## src/rtl/blit_pkg.sv

```systemverilog
package blit_pkg;

  typedef enum logic [1:0] {
    PH_IDLE,
    PH_RD_SRC,
    PH_RD_DST,
    PH_WRITE
  } phase_e;

  // register indices
  localparam logic [3:0] RI_SRC    = 4'd0;
  localparam logic [3:0] RI_DST    = 4'd1;
  localparam logic [3:0] RI_SPITCH = 4'd2;
  localparam logic [3:0] RI_DPITCH = 4'd3;
  localparam logic [3:0] RI_WIDTH  = 4'd4;
  localparam logic [3:0] RI_HEIGHT = 4'd5;
  localparam logic [3:0] RI_COLOUR = 4'd6;
  localparam logic [3:0] RI_MODE   = 4'd7;
  localparam logic [3:0] RI_GO     = 4'd8;

  // draw modes
  localparam logic [1:0] DM_SKIP_FIRST = 2'd1;
  localparam logic [1:0] DM_SKIP_LAST  = 2'd2;

endpackage

```

## src/rtl/blit_regs.sv

```systemverilog
module blit_regs
  import blit_pkg::*;
#(
  parameter int AW = 22,
  parameter int DW = 12,
  parameter int PW = 8
) (
  input  logic          clk,
  input  logic          rst,
  input  logic          cfg_we,
  input  logic [3:0]    cfg_addr,
  input  logic [AW-1:0] cfg_wdata,
  input  logic          busy,
  output logic [AW-1:0] src_base,
  output logic [AW-1:0] dst_base,
  output logic [DW-1:0] src_pitch,
  output logic [DW-1:0] dst_pitch,
  output logic [DW-1:0] w_m1,
  output logic [DW-1:0] h_m1,
  output logic [PW-1:0] colour,
  output logic [3:0]    mix_code,
  output logic          xrev,
  output logic          yrev,
  output logic [1:0]    draw_mode,
  output logic          use_colour,
  output logic          start
);

  logic wr_ok;
  assign wr_ok = cfg_we && !busy;
  assign start = wr_ok && (cfg_addr == RI_GO);

  always_ff @(posedge clk) begin
    if (rst) begin
      src_base   <= '0;
      dst_base   <= '0;
      src_pitch  <= '0;
      dst_pitch  <= '0;
      w_m1       <= '0;
      h_m1       <= '0;
      colour     <= '0;
      mix_code   <= 4'h3;
      xrev       <= 1'b0;
      yrev       <= 1'b0;
      draw_mode  <= '0;
      use_colour <= 1'b0;
    end else if (wr_ok) begin
      case (cfg_addr)
        RI_SRC:    src_base  <= cfg_wdata;
        RI_DST:    dst_base  <= cfg_wdata;
        RI_SPITCH: src_pitch <= cfg_wdata[DW-1:0];
        RI_DPITCH: dst_pitch <= cfg_wdata[DW-1:0];
        RI_WIDTH:  w_m1      <= cfg_wdata[DW-1:0];
        RI_HEIGHT: h_m1      <= cfg_wdata[DW-1:0];
        RI_COLOUR: colour    <= cfg_wdata[PW-1:0];
        RI_MODE: begin
          mix_code   <= cfg_wdata[3:0];
          xrev       <= cfg_wdata[4];
          yrev       <= cfg_wdata[5];
          draw_mode  <= cfg_wdata[7:6];
          use_colour <= cfg_wdata[8];
        end
        default: ;
      endcase
    end
  end

endmodule

```

## src/rtl/blit_mix.sv

```systemverilog
module blit_mix #(
  parameter int PW = 8
) (
  input  logic [3:0]    code,
  input  logic [PW-1:0] s,
  input  logic [PW-1:0] d,
  output logic [PW-1:0] r
);

  // each output bit looks up the code with index {~s,~d}
  for (genvar i = 0; i < PW; i++) begin : g_bit
    assign r[i] = code[{~s[i], ~d[i]}];
  end

endmodule

```

## src/rtl/blit_walker.sv

```systemverilog
module blit_walker
  import blit_pkg::*;
#(
  parameter int AW = 22,
  parameter int DW = 12,
  parameter int PW = 8
) (
  input  logic          clk,
  input  logic          rst,
  input  logic          start,
  input  logic [AW-1:0] src_base,
  input  logic [AW-1:0] dst_base,
  input  logic [DW-1:0] src_pitch,
  input  logic [DW-1:0] dst_pitch,
  input  logic [DW-1:0] w_m1,
  input  logic [DW-1:0] h_m1,
  input  logic          xrev,
  input  logic          yrev,
  input  logic [1:0]    draw_mode,
  input  logic [PW-1:0] mem_rdata,
  output logic          busy,
  output logic [AW-1:0] mem_addr,
  output logic          mem_we,
  output logic [PW-1:0] src_pix
);

  localparam int PADW = AW - DW;

  phase_e        phase;
  logic [DW-1:0] x_cnt, y_cnt;
  logic [AW-1:0] src_row, dst_row, src_cur, dst_cur;
  logic [AW-1:0] src_row_n, dst_row_n, src_cur_n, dst_cur_n;
  logic [AW-1:0] sp_ext, dp_ext;
  logic          row_end, last_pix, first_pix, skip;

  assign sp_ext    = {{PADW{1'b0}}, src_pitch};
  assign dp_ext    = {{PADW{1'b0}}, dst_pitch};
  assign src_row_n = yrev ? src_row - sp_ext : src_row + sp_ext;
  assign dst_row_n = yrev ? dst_row - dp_ext : dst_row + dp_ext;
  assign src_cur_n = xrev ? src_cur - 1'b1 : src_cur + 1'b1;
  assign dst_cur_n = xrev ? dst_cur - 1'b1 : dst_cur + 1'b1;

  assign row_end   = (x_cnt == w_m1);
  assign last_pix  = row_end && (y_cnt == h_m1);
  assign first_pix = (x_cnt == '0) && (y_cnt == '0);
  assign skip      = ((draw_mode == DM_SKIP_FIRST) && first_pix) ||
                     ((draw_mode == DM_SKIP_LAST)  && last_pix);

  assign busy     = (phase != PH_IDLE);
  assign mem_addr = (phase == PH_RD_SRC) ? src_cur : dst_cur;
  assign mem_we   = (phase == PH_WRITE) && !skip;

  always_ff @(posedge clk) begin
    if (rst) begin
      phase   <= PH_IDLE;
      x_cnt   <= '0;
      y_cnt   <= '0;
      src_row <= '0;
      dst_row <= '0;
      src_cur <= '0;
      dst_cur <= '0;
      src_pix <= '0;
    end else begin
      case (phase)
        PH_IDLE: if (start) begin
          phase   <= PH_RD_SRC;
          x_cnt   <= '0;
          y_cnt   <= '0;
          src_row <= src_base;
          src_cur <= src_base;
          dst_row <= dst_base;
          dst_cur <= dst_base;
        end
        PH_RD_SRC: phase <= PH_RD_DST;
        PH_RD_DST: begin
          src_pix <= mem_rdata;
          phase   <= PH_WRITE;
        end
        PH_WRITE: begin
          if (last_pix) begin
            phase <= PH_IDLE;
          end else begin
            phase <= PH_RD_SRC;
            if (row_end) begin
              x_cnt   <= '0;
              y_cnt   <= y_cnt + 1'b1;
              src_row <= src_row_n;
              src_cur <= src_row_n;
              dst_row <= dst_row_n;
              dst_cur <= dst_row_n;
            end else begin
              x_cnt   <= x_cnt + 1'b1;
              src_cur <= src_cur_n;
              dst_cur <= dst_cur_n;
            end
          end
        end
        default: phase <= PH_IDLE;
      endcase
    end
  end

endmodule

```

## src/rtl/rop_blit_engine.sv

```systemverilog
module rop_blit_engine #(
  parameter int AW = 22,
  parameter int DW = 12,
  parameter int PW = 8
) (
  input  logic          clk,
  input  logic          rst,
  input  logic          cfg_we,
  input  logic [3:0]    cfg_addr,
  input  logic [AW-1:0] cfg_wdata,
  output logic          busy,
  output logic [AW-1:0] mem_addr,
  output logic          mem_we,
  output logic [PW-1:0] mem_wdata,
  input  logic [PW-1:0] mem_rdata
);

  logic [AW-1:0] src_base, dst_base;
  logic [DW-1:0] src_pitch, dst_pitch, w_m1, h_m1;
  logic [PW-1:0] colour, src_pix, s_opnd;
  logic [3:0]    mix_code;
  logic [1:0]    draw_mode;
  logic          xrev, yrev, use_colour, start;

  blit_regs #(.AW(AW), .DW(DW), .PW(PW)) u_regs (
    .clk(clk), .rst(rst), .cfg_we(cfg_we), .cfg_addr(cfg_addr),
    .cfg_wdata(cfg_wdata), .busy(busy),
    .src_base(src_base), .dst_base(dst_base),
    .src_pitch(src_pitch), .dst_pitch(dst_pitch),
    .w_m1(w_m1), .h_m1(h_m1), .colour(colour), .mix_code(mix_code),
    .xrev(xrev), .yrev(yrev), .draw_mode(draw_mode),
    .use_colour(use_colour), .start(start)
  );

  blit_walker #(.AW(AW), .DW(DW), .PW(PW)) u_walk (
    .clk(clk), .rst(rst), .start(start),
    .src_base(src_base), .dst_base(dst_base),
    .src_pitch(src_pitch), .dst_pitch(dst_pitch),
    .w_m1(w_m1), .h_m1(h_m1), .xrev(xrev), .yrev(yrev),
    .draw_mode(draw_mode), .mem_rdata(mem_rdata),
    .busy(busy), .mem_addr(mem_addr), .mem_we(mem_we), .src_pix(src_pix)
  );

  assign s_opnd = use_colour ? colour : src_pix;

  blit_mix #(.PW(PW)) u_mix (
    .code(mix_code), .s(s_opnd), .d(mem_rdata), .r(mem_wdata)
  );

endmodule

```

## config.mk

```make
export PLATFORM = sky130hd
export DESIGN_NAME = rop_blit_engine
export DESIGN_NICKNAME = d
export VERILOG_FILES = /design/src/rtl/blit_pkg.sv /design/src/rtl/blit_regs.sv /design/src/rtl/blit_mix.sv /design/src/rtl/blit_walker.sv /design/src/rtl/rop_blit_engine.sv
export SDC_FILE = /design/constraint.sdc
export NUM_CORES = 1
export LEC_CHECK = 0
export CORE_MARGIN = 1.5
export CORE_UTILIZATION = 35
export DETAILED_ROUTE_END_ITERATION = 10
export PLACE_DENSITY = 0.5
export SLEW_MARGIN = 15
export SYNTH_ARGS = -nofsm -noshare
export SYNTH_HDL_FRONTEND = slang
export SYNTH_SLANG_ARGS = --single-unit
```

## constraint.sdc

```tcl
create_clock -name clk -period 3.9 [get_ports clk]
set_input_delay 0.78 -clock clk [delete_from_list [all_inputs] [get_ports clk]]
set_output_delay 0.78 -clock clk [all_outputs]
set_load 0.005 [all_outputs]
```

==> flow_summary.ini <==
[final_layout]
post-route-util_pct = 40.7
nets = 2003
fillCellCount = 4343
area_delta_synth_final_pct = 14.7
register_area_sq_um = 4630
multi_input_area_sq_um = 9730
fin_area_sq_um = 17100
drive_gt1_share_pct = 7.83

[route]
ant_nets = 0
vias = 13200
first_iter_violations = 778
via_per_inst = 5.45
drc_errors = 0
drt_pre_antenna_iters = 4
wirelength_mm = 47.3
wl_per_cell_um = 19.5

[timing]
finalHoldViolCount = 0
rsz0062_at_grt = false
period_needed_ps = 3570
skew_ps = 16.3
tightest_slew_ps = 950
period_share_pct = 91.6
drv_slew = 0
slew_headroom_pct = 36.5
fin_tns_setup_ps = 0
final-setup-viol-count = 0
fmax_ghz = 0.280

[grt]
gr-total-overflow = 0
grt_pass1_wl_mm = 72.7
first_global_vias = 12700
grt_max_degree = 93
grt_usage_pct = 21.3
antenna_found_initial = 1

[logic_synthesis]
synthCells = 1831
synth-seq-cells = 231
yosys-top-cells-area = dfxtp_1, ha_1, mux2i_1
synth-edff-count = 0
syn-num-nets = 1965
synth_warnings = 0
synthTopCellsByCount = dfxtp_1, nand2_1, nor2_1
synth-xor-area-share_pct = 8.33
ys_seq_area_share_pct = 31.0
synth_area_leader_cell = dfxtp_1
ys_types = 80
synth_top_family_by_area = compound AO/OA/AOI/OAI gates
synthMuxAreaShare_pct = 9.16
yosysMostFrequentCell = dfxtp_1
synth-compound-area-share_pct = 20.0
yosys.area_share.simple_pct = 19.1
synthAdderAreaFrac_pct = 8.34
syn_area_sq_um = 14900
syn_avg_cell_area_sq_um = 8.15
async_flop_share_pct = 0
synth.top_cell.area_share_pct = 31.0
ys.flop_type = dfxtp_1

[die]
dieArea_sq_um = 43900
die_h_um = 209
num_io_pins = 69
die_w_um = 209
rows = 75
initial_core_util_pct = 35.5
placeableCoreArea_sq_um = 42000

[pwr]
max-vdd-ir-drop_mv = 0.373
p_leak_nw = 6.73
power_density_nw_per_um2 = 409

[worst_setup_path]
path_class = reg2reg
crit_slowest_cell = mux2i_2
critPathTopFamily = simple AND/OR/NAND/NOR gates
worstPathCellList = nor2_2 > nor4b_4 > and4bb_4 > nor2_1 > xnor2_1 > ha_1 > and3_1 > a211o_1 > nand2_1 > nand3_1 > o41ai_4 > mux2i_2 > o21ai_0 > a31oi_1
crit_arrival_ps = 4080
worstSetupEndpointType = flip-flop
slowest_delay_ps = 360
cp-start-kind = flip-flop
critical_path.max_fanout = 6
cp.required_ps = 4400
worst-path-buf-inv = 0

[run_status]
status = complete, no violations

[clock_network]
cts_buffers = 29
root_buffer = clkbuf_16
cts.path.max_buffers = 3
cts_tree = done
clk_pin_slew_worst_paths_ps = 60
insertion_delay_ps = 580
htreeDepth = 1
post-cts-setup-buffers = 0
cts.sink_count = 231

[placed_design]
dpl_cell_area_sq_um = 16200
place.gp.congestion = 0.885
io_buffers = 68
dp.final_hpwl_mm = 33.3

[worst_hold_path]
hold_path.class = reg2reg

[run]
maxCapViolCount = 0
state kept, by name (all words and copies together), names as in the netlist, 22 cells and up:
name,cells
u_regs.dst_base,22
u_walk.dst_row,22
u_walk.dst_cur,22
u_walk.src_row,22
u_regs.src_base,22
u_walk.src_cur,22
cell type report:
class / instances / share of cell area [%]
diodes: 1 / 0.0146
clock buffers: 45 / 5.00
clock inverters: 6 / 0.432
inverters: 36 / 0.790
multi-input cells: 1463 / 56.9
flip-flops and latches: 231 / 27.0
well taps: 539 / 3.94
repair buffers: 108 / 5.89
where the power goes:
group | switching [W] | internal (W) | total, W | leakage (nW)
clock | 0.00111 | 0.00157 | 0.00268 | 0.459
combinational | 0.00112 | 0.000733 | 0.00185 | 4.41
sequential | 0.0000495 | 0.00241 | 0.00246 | 1.86
logic make-up (layout without fill, tap and decap cells):
group,Yosys count,after routing
other cells,0,1
simple gates,627,627
xor+xnor,141,141
mux,124,124
fa+ha+maj,97,97
flops,231,231
compound gates,474,474
buf+inv,137,195
routing by layer:
metal,up-vias,track usage [%],wire length (um)
met5,-,0,0
met4,0,5.72,1230
met3,66,2.78,1790
met2,279,35.8,22100
met1,6275,28.6,22300
li1,6606,-,-
per-stage QoR:
stage               hold slack, ps  worst slack, ps  total power (W)  std cells
floorplan                      432              314          0.00381       1831
global route                   472             46.5          0.00733       2428
CTS                            450              188          0.00705       2428
global placement               437              357          0.00434       2377
detailed placement             442              229          0.00435       2377
finish                         450              327          0.00699       2429
tightest hold or removal path, cell delays in order, from the launching register on:
cell	delay (ps)
dfxtp_1	300
nand2_1	50
a21oi_1	50
path summary, 6_finish.rpt:
path | startpoint | endpoint | slack, ps | cells after the start
setup / recovery | u_regs.src_pitch[2] | u_walk.src_row[21] | 330 | 14
hold / removal | u_regs.src_base[5] | u_regs.src_base[5] | 450 | 2
setup reg to reg | u_regs.src_pitch[2] | u_walk.src_row[21] | 330 | 14
hold reg to reg | u_regs.src_base[5] | u_regs.src_base[5] | 450 | 2
cell usage in the layout, fill, tap and decap left out, types with 12 or more instances in the layout:
cell,n
buf_4,38
and3_1,16
xor2_1,66
dfxtp_1,230
a21oi_1,189
clkbuf_16,29
nor3_1,36
nand4_1,16
nor4_1,14
nor2b_1,16
o21ai_0,82
a31oi_1,22
clkdlybuf4s50_1,67
mux2i_1,95
ha_1,92
nand3_1,31
o211ai_1,12
mux2_2,20
inv_1,35
a211oi_1,37
nor2_1,215
o21bai_1,12
nand2_1,223
xnor2_1,74
a21o_1,47
what timing repair did:
| action | 4_1_cts | 5_1_grt |
|---|---|---|
| resized for setup | 0 | 2 |
| endpoints found under the setup margin | 0 | 2 |
| hold buffers | 0 | 0 |
No activity file was read; power rests on OpenSTA's default activity.
